## src/rtl/cmd_seq_pkg.sv

```systemverilog
package cmd_seq_pkg;

  typedef enum logic [2:0] {
    ST_IDLE,
    ST_FETCH,
    ST_EXEC,
    ST_DELAY,
    ST_WAIT
  } seq_state_e;

  typedef enum logic [1:0] {
    OP_WRITE,
    OP_WAIT,
    OP_SKIP
  } op_kind_e;

endpackage

```

## src/rtl/cmd_seq_cnt.sv

```systemverilog
// Down-counter shared by the post-write delay and the wait command.
module cmd_seq_cnt #(
  parameter int W = 30
) (
  input  logic         clk,
  input  logic         rst_n,
  input  logic         load,
  input  logic [W-1:0] load_val,
  input  logic         dec,
  output logic         expire
);

  logic [W-1:0] cnt_q;

  always_ff @(posedge clk or negedge rst_n) begin
    if (!rst_n)
      cnt_q <= '0;
    else if (load)
      cnt_q <= load_val;
    else if (dec && cnt_q != '0)
      cnt_q <= cnt_q - 1'b1;
  end

  // Last counted cycle: the loaded value is always at least one.
  assign expire = (cnt_q == W'(1));

endmodule

```

## src/rtl/cmd_seq_pc.sv

```systemverilog
// Command word pointer.
module cmd_seq_pc #(
  parameter int AW = 10
) (
  input  logic          clk,
  input  logic          rst_n,
  input  logic          clear,
  input  logic          advance,
  output logic [AW-1:0] pc
);

  always_ff @(posedge clk or negedge rst_n) begin
    if (!rst_n)
      pc <= '0;
    else if (clear)
      pc <= '0;
    else if (advance)
      pc <= pc + 1'b1;
  end

endmodule

```

## src/rtl/cmd_seq_decode.sv

```systemverilog
// Splits a command word into its kind and fields.
module cmd_seq_decode
  import cmd_seq_pkg::*;
#(
  parameter int IDX_W  = 7,
  parameter int DATA_W = 24,
  localparam int CMD_W = 1 + IDX_W + DATA_W,
  localparam int CNT_W = CMD_W - 2
) (
  input  logic [CMD_W-1:0] cmd,
  output op_kind_e         kind,
  output logic [IDX_W+1:0] addr,
  output logic [CMD_W-1:0] data,
  output logic [CNT_W-1:0] wait_cycles
);

  localparam int IDX_LSB = DATA_W;
  localparam int IDX_MSB = DATA_W + IDX_W - 1;

  logic [CNT_W-1:0] raw_cnt;

  assign raw_cnt = cmd[CNT_W-1:0];

  always_comb begin
    if (cmd[CMD_W-1])
      kind = OP_WRITE;
    else if (cmd[CMD_W-2])
      kind = OP_SKIP;
    else
      kind = OP_WAIT;
  end

  assign addr        = {cmd[IDX_MSB:IDX_LSB], 2'b00};
  assign data        = {{(CMD_W-DATA_W){1'b0}}, cmd[DATA_W-1:0]};
  assign wait_cycles = (raw_cnt == '0) ? CNT_W'(1) : raw_cnt;

endmodule

```

## src/rtl/cmd_seq_top.sv

```systemverilog
// Sequential register-write command engine.
module cmd_seq_top
  import cmd_seq_pkg::*;
#(
  parameter int AW     = 10,
  parameter int IDX_W  = 7,
  parameter int DATA_W = 24,
  parameter int DLY_W  = 8,
  localparam int CMD_W = 1 + IDX_W + DATA_W
) (
  input  logic             clk,
  input  logic             rst_n,
  input  logic             enable,
  input  logic             halt,
  input  logic [DLY_W-1:0] wr_delay,
  output logic             mem_rd,
  output logic [AW-1:0]    mem_addr,
  input  logic [CMD_W-1:0] mem_rdata,
  output logic             wr_valid,
  output logic [IDX_W+1:0] wr_addr,
  output logic [CMD_W-1:0] wr_data,
  output logic             busy
);

  localparam int CNT_W = CMD_W - 2;
  localparam int TMR_W = (CNT_W > DLY_W) ? CNT_W : DLY_W;

  seq_state_e       st_q, st_d;
  op_kind_e         kind;
  logic [CNT_W-1:0] wait_cycles;
  logic [TMR_W-1:0] tmr_load_val;
  logic             tmr_load, tmr_dec, tmr_expire;
  logic             pc_clear, pc_adv;
  logic             run;

  assign run = enable && !halt;

  cmd_seq_decode #(
    .IDX_W (IDX_W),
    .DATA_W(DATA_W)
  ) dec_i (
    .cmd        (mem_rdata),
    .kind       (kind),
    .addr       (wr_addr),
    .data       (wr_data),
    .wait_cycles(wait_cycles)
  );

  cmd_seq_pc #(
    .AW(AW)
  ) pc_i (
    .clk    (clk),
    .rst_n  (rst_n),
    .clear  (pc_clear),
    .advance(pc_adv),
    .pc     (mem_addr)
  );

  cmd_seq_cnt #(
    .W(TMR_W)
  ) tmr_i (
    .clk     (clk),
    .rst_n   (rst_n),
    .load    (tmr_load),
    .load_val(tmr_load_val),
    .dec     (tmr_dec),
    .expire  (tmr_expire)
  );

  always_comb begin
    st_d         = st_q;
    tmr_load     = 1'b0;
    tmr_load_val = '0;
    tmr_dec      = 1'b0;
    pc_adv       = 1'b0;
    pc_clear     = 1'b0;
    if (!enable) begin
      st_d     = ST_IDLE;
      pc_clear = 1'b1;
    end else if (!halt) begin
      case (st_q)
        ST_IDLE: st_d = ST_FETCH;
        ST_FETCH: begin
          st_d   = ST_EXEC;
          pc_adv = 1'b1;
        end
        ST_EXEC: begin
          case (kind)
            OP_WRITE: begin
              if (wr_delay == '0) begin
                st_d = ST_FETCH;
              end else begin
                st_d         = ST_DELAY;
                tmr_load     = 1'b1;
                tmr_load_val = TMR_W'(wr_delay);
              end
            end
            OP_WAIT: begin
              st_d         = ST_WAIT;
              tmr_load     = 1'b1;
              tmr_load_val = TMR_W'(wait_cycles);
            end
            default: st_d = ST_FETCH;
          endcase
        end
        ST_DELAY, ST_WAIT: begin
          tmr_dec = 1'b1;
          if (tmr_expire) st_d = ST_FETCH;
        end
        default: st_d = ST_IDLE;
      endcase
    end
  end

  always_ff @(posedge clk or negedge rst_n) begin
    if (!rst_n) st_q <= ST_IDLE;
    else        st_q <= st_d;
  end

  assign mem_rd   = run && (st_q == ST_FETCH);
  assign wr_valid = run && (st_q == ST_EXEC) && (kind == OP_WRITE);
  assign busy     = (st_q != ST_IDLE);

endmodule

```

## config.mk

```make
export PLATFORM = sky130hd
export DESIGN_NAME = cmd_seq_top
export DESIGN_NICKNAME = d
export VERILOG_FILES = /design/src/rtl/cmd_seq_pkg.sv /design/src/rtl/cmd_seq_cnt.sv /design/src/rtl/cmd_seq_pc.sv /design/src/rtl/cmd_seq_decode.sv /design/src/rtl/cmd_seq_top.sv
export SDC_FILE = /design/constraint.sdc
export NUM_CORES = 1
export LEC_CHECK = 0
export BUFFER_PORTS_ARGS = -buffer_cell sky130_fd_sc_hd__clkbuf_2
export CAP_MARGIN = 20
export CORE_MARGIN = 2
export CORE_UTILIZATION = 39
export CTS_CLUSTER_DIAMETER = 40
export DETAILED_ROUTE_END_ITERATION = 16
export GPL_TIMING_DRIVEN = 0
export PLACE_DENSITY = 0.68
export SKIP_LAST_GASP = 1
export SLEW_MARGIN = 20
export SYNTH_ARGS = -nofsm -noshare
export SYNTH_HDL_FRONTEND = slang
export SYNTH_SLANG_ARGS = --single-unit
export TNS_END_PERCENT = 10
```

## constraint.sdc

```tcl
create_clock -name clk -period 5.4 [get_ports clk]
set_input_delay 0.54 -clock clk [delete_from_list [all_inputs] [get_ports clk]]
set_output_delay 0.54 -clock clk [all_outputs]
set_load 0.01 [all_outputs]
```

Yosys cells after proc, flatten, opt, wreduce, memory -nomap -nowiden
Index checks and enable logic that the tools add are counted.
{"block": "word_totals", "latchBits": 0, "in_bits": 44, "reg_bits": 43, "romBits": 0, "n_memories": 0, "elab_cells": 58, "out_inout_bits": 54, "ram_bits": 0}
{"block": "op_classes", "mux": 29, "div_mod_pow": 0, "bitwise_logic": 0, "n_eq_ne": 9, "magnitude_cmp": 0, "n_mul": 0, "n_reduce_logical": 15, "shift": 0, "add_sub_neg": 2}
{"op": "two-way mux 30 bit", "count": 6}
{"op": "one-hot mux 30 bit (2 select lines)", "count": 1}
{"op": "equality test 30 x 1 -> 1 bit, second input constant", "count": 1}
{"op": "zero test 30 bit", "count": 1}
{"op": "nonzero test 30 bit", "count": 1}
{"op": "subtractor 30 x 1 -> 30 bit, second input constant", "count": 1}
{"op": "two-way mux 10 bit", "count": 2}
{"op": "one-hot mux 3 bit (4 select lines)", "count": 1}
{"op": "adder 10 x 1 -> 10 bit, second input constant", "count": 1}
{"op": "two-way mux 1 bit", "count": 10}
{"op": "two-way mux 3 bit", "count": 3}
{"op": "zero test 8 bit", "count": 1}
{"op": "two-way mux 8 bit", "count": 1}
{"op": "equality test 3 x 2 -> 1 bit, second input constant", "count": 2}
{"op": "two-way mux 2 bit", "count": 3}
{"op": "one-hot mux 3 bit (2 select lines)", "count": 1}
{"op": "logical AND 1 bit", "count": 5}
{"op": "equality test 3 x 1 -> 1 bit, second input constant", "count": 1}
{"op": "equality test 3 bit, second input constant", "count": 1}
{"op": "zero test 3 bit", "count": 1}
{"op": "!= test 3 bit, second input constant", "count": 1}
{"op": "nonzero test 3 bit", "count": 1}
{"op": "equality test 2 x 1 -> 1 bit, second input constant", "count": 1}
{"op": "zero test 2 bit", "count": 1}
{"op": "other kinds (7)", "count": 7}

Depth between registers and ports, before layout
Gate-level depths: netlist of the first run.
{"block": "logic_depth", "depth_word": 8, "mapped_depth": 8}

Hierarchy
A second synthesis of the first run with hierarchy kept.
{"block": "unflattened", "cells_unflattened": 432, "hier_area_um2": 3475.8}
{"module": "cmd_seq_cnt", "n_inst": 1, "cells_each": 215, "seq_area_each_um2": 750.7, "area_per_inst_um2": 1880.6}
{"module": "cmd_seq_top", "n_inst": 1, "cells_each": 86, "seq_area_each_um2": 75.1, "area_per_inst_um2": 595.6}
{"module": "cmd_seq_decode", "n_inst": 1, "cells_each": 84, "seq_area_each_um2": 0.0, "area_per_inst_um2": 504.2}
{"module": "cmd_seq_pc", "n_inst": 1, "cells_each": 47, "seq_area_each_um2": 250.2, "area_per_inst_um2": 495.5}

Worst setup path before layout of the first run
Ideal clock, no wire load.
{"block": "synth_timing", "path_type": "register to register", "startpoint": "register tmr_i.cnt_q[0]", "endpoint": "register tmr_i.cnt_q[28]", "stages_incl_launch_ff": 8, "slack_ns": 3.149, "setup_ns": 0.126, "arrival_ns": 2.125, "n_path_buf": 0, "path_cell_list": "dfrtp_1 -> inv_1 -> ha_1 -> or4b_4 -> nor2_1 -> nand4_1 -> o311a_1 -> a221o_1"}
{"block": "synth_between", "elab_chain_len": 3, "word_cells_on_any_way": 6}
{"item": "start: declaration", "line_no": "cmd_seq_cnt.sv:13", "source": "logic [W-1:0] cnt_q;"}
{"item": "start signal: assignment", "line_no": "cmd_seq_cnt.sv:19", "source": "cnt_q <= load_val;"}
{"item": "start signal: assignment", "line_no": "cmd_seq_cnt.sv:21", "source": "cnt_q <= cnt_q - 1'b1;"}
{"item": "subtractor 30 x 1 -> 30 bit / nonzero test 30 bit (equally long branches)", "line_no": "cmd_seq_cnt.sv:21, cmd_seq_cnt.sv:20"}
{"item": "two-way mux 30 bit / logical AND 1 bit (equally long branches)", "line_no": "cmd_seq_cnt.sv:20", "source": "else if (dec && cnt_q != '0)"}
{"item": "two-way mux 30 bit / nonzero test 2 bit (equally long branches)"}
Several ways; a longest one is shown, not always the timed one. The select of a mux whose other input is x is not followed.
A chain may end at the register's enable or synchronous reset.

Worst setup path in the final report of the first run
{"block": "layout_timing", "startpoint": "register tmr_i.cnt_q[1]", "endpoint": "register tmr_i.cnt_q[28]"}
Same word-level chain as after synthesis.

==> impl_metrics.py, run 1 <==
metrics = {
    "outcome": {
        "status": "finished, final reports clean",
    },
    "job": {
        "drv_cap": 0,
    },
    "sta": {
        "tns_ns": 0,
        "finClkSkew_ns": 0.007667,
        "relSlewSlack": 0.3446,
        "period_minus_slack_ns": 2.733,
        "grt_setup_unrepaired": "false",
        "maxSlewViolCount": 0,
        "hold_violations": 0,
        "setup_slack_ns": 2.667,
        "period_share": 0.5062,
        "max_freq_ghz": 0.3659,
        "worst_pin_slew_ns": 0.9694,
        "setup_viol": 0,
    },
    "cells_and_area": {
        "nets": 534,
        "layout-drive-gt1-share": 0.3511,
        "area_growth_pct": 21.12,
        "final_common_cell": "clkbuf_2",
        "design_area_um2": 4126,
        "fill_cells": 822,
        "mostFrequentLayoutCells": "86 x clkbuf_2, 43 x dfrtp_1, 42 x buf_4, 31 x nand2_1, 16 x and2_1",
        "antenna_cells": 0,
    },
    "placed_design": {
        "dpl_cell_area_um2": 4014,
        "portBuffers": 87,
        "dp_hpwl_mm": 7.411,
        "routabilityCongestion": 0.8807,
        "post-place-ws_ns": 2.733,
    },
    "synthesis": {
        "synth_cell_types": 71,
        "synth-edff-count": 0,
        "synth_cells": 383,
        "ys_warn_count": 0,
        "ys_seq_area_frac": 0.3158,
        "netlist_area_um2": 3407,
        "synth_top_area_cell": "dfrtp_1",
        "ys_ff_latch": 43,
        "async_flop_share": 1.000,
        "synthTopCellsByArea": "dfrtp_1 32%, buf_4 9.3%, nand2_1 3.4%",
        "synth_flop_cell": "dfrtp_1",
        "synth.avg_cell_area_um2": 8.896,
        "yosys.area.top_type_share": 0.3158,
    },
    "clock_tree": {
        "cts_num_sinks": 43,
        "clock_path_buffers": 2,
        "ctsResizeCount": 0,
        "cts_setup_buffers": 0,
        "cts_tree": "yes",
        "clock_latency_ns": 0.30,
        "root_buffer": "clkbuf_8",
        "cts_hold_repair.buffers": 0,
        "clk_pin_slew_worst_paths_ns": 0.09,
        "numCtsBuffers": 5,
        "htreeDepth": 2,
    },
    "power_and_ir_drop": {
        "p_leak_nw": 1.934,
        "powerDensity_nw_per_um2": 291.6,
        "irDropWorstVdd_mv": 0.1414,
    },
    "die": {
        "num_rows": 34,
        "die_x_um": 97.47,
        "die_h_um": 97.47,
        "start_util": 0.3965,
        "ios": 98,
        "core_um2": 8593,
        "dieArea_um2": 9499,
    },
    "detailed_routing": {
        "drc_errors": 0,
        "drtAntennaViolNets": 0,
        "routed_wl_mm": 9.789,
        "dr.pass1.iters": 5,
        "avgViaCountPerCell": 5.739,
        "num_vias": 3415,
        "wire_per_inst_um": 16.45,
        "drt-initial-drc-count": 263,
    },
    "worst_setup_path": {
        "slowest_stage": "or4b_4",
        "cpPeakStageDelay_ns": 0.53,
        "reg2reg_depth": 7,
        "worstPathRequired_ns": 5.58,
        "worstPathCellList": "inv_1, ha_1, or4b_4, nor2_1, nand4_1, o311a_1, a221o_1",
        "end_kind": "register",
        "critPathLaunchType": "register",
        "r2r_start": "tmr_i.cnt_q[1]$_DFFE_PN0P_",
        "startpoint": "tmr_i.cnt_q[1]$_DFFE_PN0P_",
        "timing.critical_path.to": "tmr_i.cnt_q[28]$_DFFE_PN0P_",
        "critPathMaxFanout": 5,
        "worstPathArrival_ns": 2.91,
        "worst-setup-path-type": "reg -> reg",
        "timing.rr.end": "tmr_i.cnt_q[28]$_DFFE_PN0P_",
        "ff2ff_setup_slack_ns": 2.67,
    },
    "global_route": {
        "grt_usage": 0.2061,
        "grt_pass1_wl_mm": 16.09,
        "antenna_found_initial": 0,
        "grt_remaining_overflow": 0,
        "grt_pass1_vias": 3234,
        "grt_max_degree": 44,
    },
    "min_path": {
        "worstHoldPathType": "in -> async",
    },
}
==> flip-flops by register name, summed over array words and instances (netlist names) <==
name and cells:
tmr_i.cnt_q 30, pc_i.pc 10, st_q 3
==> cells by family (layout without fill, tap and decap cells) <==
family,Yosys count,count (layout),share of synthesized area
AOI/OAI and AO/OA,93,93,0.2093
xor gates and xnor gates,11,11,0.02828
adders and majority gates,4,4,0.01469
buffers and inverters,69,164,0.1451
DFF,43,43,0.3158
muxes,1,1,0.002938
other,1,10,0.001101
and+or+nand+nor,161,161,0.2828
==> per-layer routing <==
layer	wire, µm	vias to the layer above	track usage
li1	-	1613	-
met1	4285	1652	0.2787
met2	4671	135	0.3411
met3	638	15	0.03309
met4	194	0	0.05983
met5	0	-	0
==> cell usage after synthesis (3+ instances only) <==
cell       number
a21oi_1        10
a221oi_1        6
a22oi_1         8
a2bb2oi_1       7
a31oi_1        12
and2_1         16
and4_1          3
buf_2           3
buf_4          42
buf_6           3
clkbuf_1        6
clkbuf_8        4
dfrtp_1        43
ha_1            4
inv_1          10
nand2_1        31
nand2b_1        3
nand3_1        13
nand4_1        11
nor2_1         15
nor2b_1         4
nor3_1         13
nor4_1         12
o211ai_1        4
o21ai_0        10
o311ai_0        6
o31ai_1         6
or2_2           4
or3_1           5
or4_1           8
xnor2_1         7
xor2_1          4
==> per-stage QoR <==
stage          total power (W)  hold slack [ns]  instances    util
4_1_cts               0.001202           0.2914        595  0.4802
6_report              0.001203           0.2659        595  0.4802
3_3_place_gp         0.0009247           0.5532        587  0.4668
5_1_grt               0.001288           0.3042        595  0.4802
2_1_floorplan        0.0008011           0.2444        392       -
3_5_place_dp         0.0009403           0.5676        587  0.4671
==> layout make-up <==
type                       count  area (µm²)  area share
sequential                    43        1076      0.2608
tap                          108       135.1     0.03275
clock inverter                 3       43.79     0.01061
timing repair buffer          87       437.9      0.1061
buffer                        59       456.7      0.1107
clock buffer                   5       68.82     0.01668
inverter                      10       37.54    0.009096
multi-input combinational    280        1871      0.4533
==> how the worst min path moves through the flow <==
stage                                      startpoint                           to  slack (ns)  cells past startpoint
after floorplan                                 rst_n       pc_i.pc[0]$_DFFE_PN0P_        0.24                      0
after global placement    tmr_i.cnt_q[10]$_DFFE_PN0P_  tmr_i.cnt_q[10]$_DFFE_PN0P_        0.55                      1
after detailed placement  tmr_i.cnt_q[10]$_DFFE_PN0P_  tmr_i.cnt_q[10]$_DFFE_PN0P_        0.57                      1
after CTS                                       rst_n       pc_i.pc[5]$_DFFE_PN0P_        0.29                      1
after global routing                            rst_n       pc_i.pc[5]$_DFFE_PN0P_        0.30                      1
final                                           rst_n       pc_i.pc[5]$_DFFE_PN0P_        0.27                      1
==> report_power, final <==
group          total, W  leakage (nW)  switching, W  internal, W
sequential     0.000466         0.576     0.0000808     0.000385
combinational  0.000480          1.30      0.000274     0.000206
clock          0.000257        0.0581      0.000119     0.000138
==> critical path: cells and delay by family (launching register included) <==
| kind | cells | cell delay (ns) |
|---|---|---|
| and+or+nand+nor | 3 | 1.21 |
| AOI/OAI and AO/OA | 2 | 0.63 |
| DFF | 1 | 0.42 |
| adders and majority gates | 1 | 0.24 |
| buffers and inverters | 1 | 0.13 |
No activity file was read; power rests on OpenSTA's default activity.
==> run 2: changes to the inputs <==
Settings changed: PLACE_DENSITY 0.68 to 0.7.
Clock period 5.4 ns to 2.5 ns, I/O delays scaled along.
==> impl_metrics.py, run 2 (synthesized netlist as in run 1, its figures left out) <==
metrics = {
    "die": {
        "ios": 98,
        "core_um2": 8593,
        "dieArea_um2": 9499,
        "start_util": 0.3965,
        "die_h_um": 97.47,
        "die_x_um": 97.47,
        "num_rows": 34,
    },
    "worst_setup_path": {
        "worstPathRequired_ns": 2.67,
        "end_kind": "register",
        "worstPathCellList": "buf_2, or3b_4, a21oi_4, o41ai_4, buf_6, buf_8, o311ai_0, o211ai_1",
        "critPathMaxFanout": 10,
        "r2r_start": "st_q[0]$_DFFE_PN0P_",
        "slowest_stage": "or3b_4",
        "timing.rr.end": "tmr_i.cnt_q[10]$_DFFE_PN0P_",
        "path_depth": 8,
        "reg2reg_depth": 8,
        "worstPathArrival_ns": 2.60,
        "critPathLaunchType": "register",
        "critPathTopFamily": "compound AO/OA/AOI/OAI gates",
        "worst-setup-path-type": "reg -> reg",
        "crit_buf_inv": 3,
        "ff2ff_setup_slack_ns": 0.08,
        "cpPeakStageDelay_ns": 0.41,
    },
    "outcome": {
        "failed_checks": "negative hold slack",
        "status": "complete, but fails checks",
    },
    "global_route": {
        "grt_max_degree": 44,
        "antenna_found_initial": 0,
        "grt_remaining_overflow": 0,
        "grt_pass1_wl_mm": 15.81,
        "grt_usage": 0.2021,
        "grt_pass1_vias": 3243,
    },
    "sta": {
        "worst_pin_slew_ns": 0.6109,
        "grt_setup_unrepaired": "true",
        "tns_ns": 0,
        "whs_ns": -0.02461,
        "finClkSkew_ns": 0.01079,
        "period_share": 0.9698,
        "relSlewSlack": 0.5927,
        "period_minus_slack_ns": 2.425,
        "max_freq_ghz": 0.4124,
        "setup_viol": 0,
        "hold_violations": 43,
        "maxSlewViolCount": 0,
    },
    "placed_design": {
        "dp_hpwl_mm": 7.391,
        "dpl_cell_area_um2": 4014,
        "routabilityCongestion": 0.8453,
        "portBuffers": 87,
    },
    "detailed_routing": {
        "drtAntennaViolNets": 0,
        "drt-initial-drc-count": 237,
        "avgViaCountPerCell": 5.668,
        "num_vias": 3401,
        "wire_per_inst_um": 16.42,
        "drc_errors": 0,
        "dr.pass1.iters": 5,
        "routed_wl_mm": 9.852,
    },
    "clock_tree": {
        "htreeDepth": 2,
        "clock_path_buffers": 2,
        "cts_num_sinks": 43,
        "numCtsBuffers": 5,
        "cts_tree": "yes",
        "cts_hold_repair.buffers": 0,
        "clk_pin_slew_worst_paths_ns": 0.08,
        "clock_latency_ns": 0.31,
        "root_buffer": "clkbuf_8",
    },
    "power_and_ir_drop": {
        "p_seq_frac": 0.379,
        "internal_power_w": 0.001606,
        "p_comb_frac": 0.413,
        "p_leak_nw": 1.966,
        "total_power_w": 0.002681,
        "irDropWorstVdd_mv": 0.3097,
        "clkPwrFrac": 0.208,
        "powerDensity_nw_per_um2": 634.3,
        "switching_share": 0.4008,
        "p_sw_w": 0.001075,
    },
    "cells_and_area": {
        "regMostFlops": "tmr_i.cnt_q",
        "largest_register_ffs": 30,
        "final_common_cell": "clkbuf_2",
        "fill_cells": 824,
        "layout-drive-gt1-share": 0.3740,
        "area_growth_pct": 24.05,
        "mostFrequentLayoutCells": "86 x clkbuf_2, 46 x buf_4, 43 x dfrtp_1, 31 x nand2_1, 16 x and2_1",
        "reg_top3": "tmr_i.cnt_q (30), pc_i.pc (10), st_q (3)",
        "nets": 539,
        "post-route-util": 0.4918,
        "design_area_um2": 4227,
        "antenna_cells": 0,
    },
    "job": {
        "drv_cap": 0,
    },
    "min_path": {
        "worstHoldPathType": "in -> async",
    },
}
[run 2: metrics by stage]
step / instances / setup WS, ns
final: 600 / 0.07543
after global routing: 600 / -0.05194
after CTS: 595 / -0.05988
after detailed placement: 587 / -0.04972
after global placement: 587 / -0.02834
after floorplan: 392 / 0.2493
[run 2: worst max-delay path by stage]
stage | start | end | slack, ns
2_1_floorplan | tmr_i.cnt_q[0]$_DFFE_PN0P_ | tmr_i.cnt_q[28]$_DFFE_PN0P_ | 0.25
3_3_place_gp | tmr_i.cnt_q[22]$_DFFE_PN0P_ | tmr_i.cnt_q[26]$_DFFE_PN0P_ | -0.03
3_5_place_dp | tmr_i.cnt_q[0]$_DFFE_PN0P_ | tmr_i.cnt_q[28]$_DFFE_PN0P_ | -0.05
4_1_cts | tmr_i.cnt_q[1]$_DFFE_PN0P_ | tmr_i.cnt_q[16]$_DFFE_PN0P_ | -0.06
5_1_grt | st_q[1]$_DFFE_PN0P_ | tmr_i.cnt_q[5]$_DFFE_PN0P_ | -0.05
6_report | st_q[0]$_DFFE_PN0P_ | tmr_i.cnt_q[10]$_DFFE_PN0P_ | 0.08
[run 2: layout make-up]
class	count	area, µm²	share of cell area
buffer	59	456.7	0.1081
clock buffer	5	68.82	0.01628
clock inverter	3	43.79	0.01036
inverter	10	37.54	0.008881
multi-input combinational	280	1921	0.4544
sequential	43	1076	0.2546
tap	108	135.1	0.03197
timing repair buffer	92	488.0	0.1155
[run 2: worst reg2reg max path: cells and delay by family (launching register included)]
kind,cells,cell delay (ns)
AO/OA/AOI/OAI,4,1.01
flip-flops,1,0.36
AND/OR/NAND/NOR,1,0.41
buffers and inverters,3,0.51
[run 2: what timing repair did]
action,4_1_cts,5_1_grt
endpoints found under the setup margin,5,22
gates cloned,0,0
resized for setup,1,9
buffers inserted,0,5
pin swaps,0,3
[run 2: layer usage]
| metal | GRT usage | up-vias | wire (µm) |
|---|---|---|---|
| li1 | - | 1628 | - |
| met1 | 0.2736 | 1596 | 4258 |
| met2 | 0.3321 | 163 | 4582 |
| met3 | 0.03525 | 14 | 927 |
| met4 | 0.05876 | 0 | 83 |
| met5 | 0 | - | 0 |
[run 2: power by group through the flow]
stage | logic (W) | clock network [W] | registers (W)
final | 0.00111 | 0.000557 | 0.00102
after global routing | 0.00122 | 0.000589 | 0.00104
after CTS | 0.00103 | 0.000566 | 0.000997
after detailed placement | 0.00102 | 0 | 0.00101
after global placement | 0.00100 | 0 | 0.00100
after floorplan | 0.000764 | 0 | 0.000966
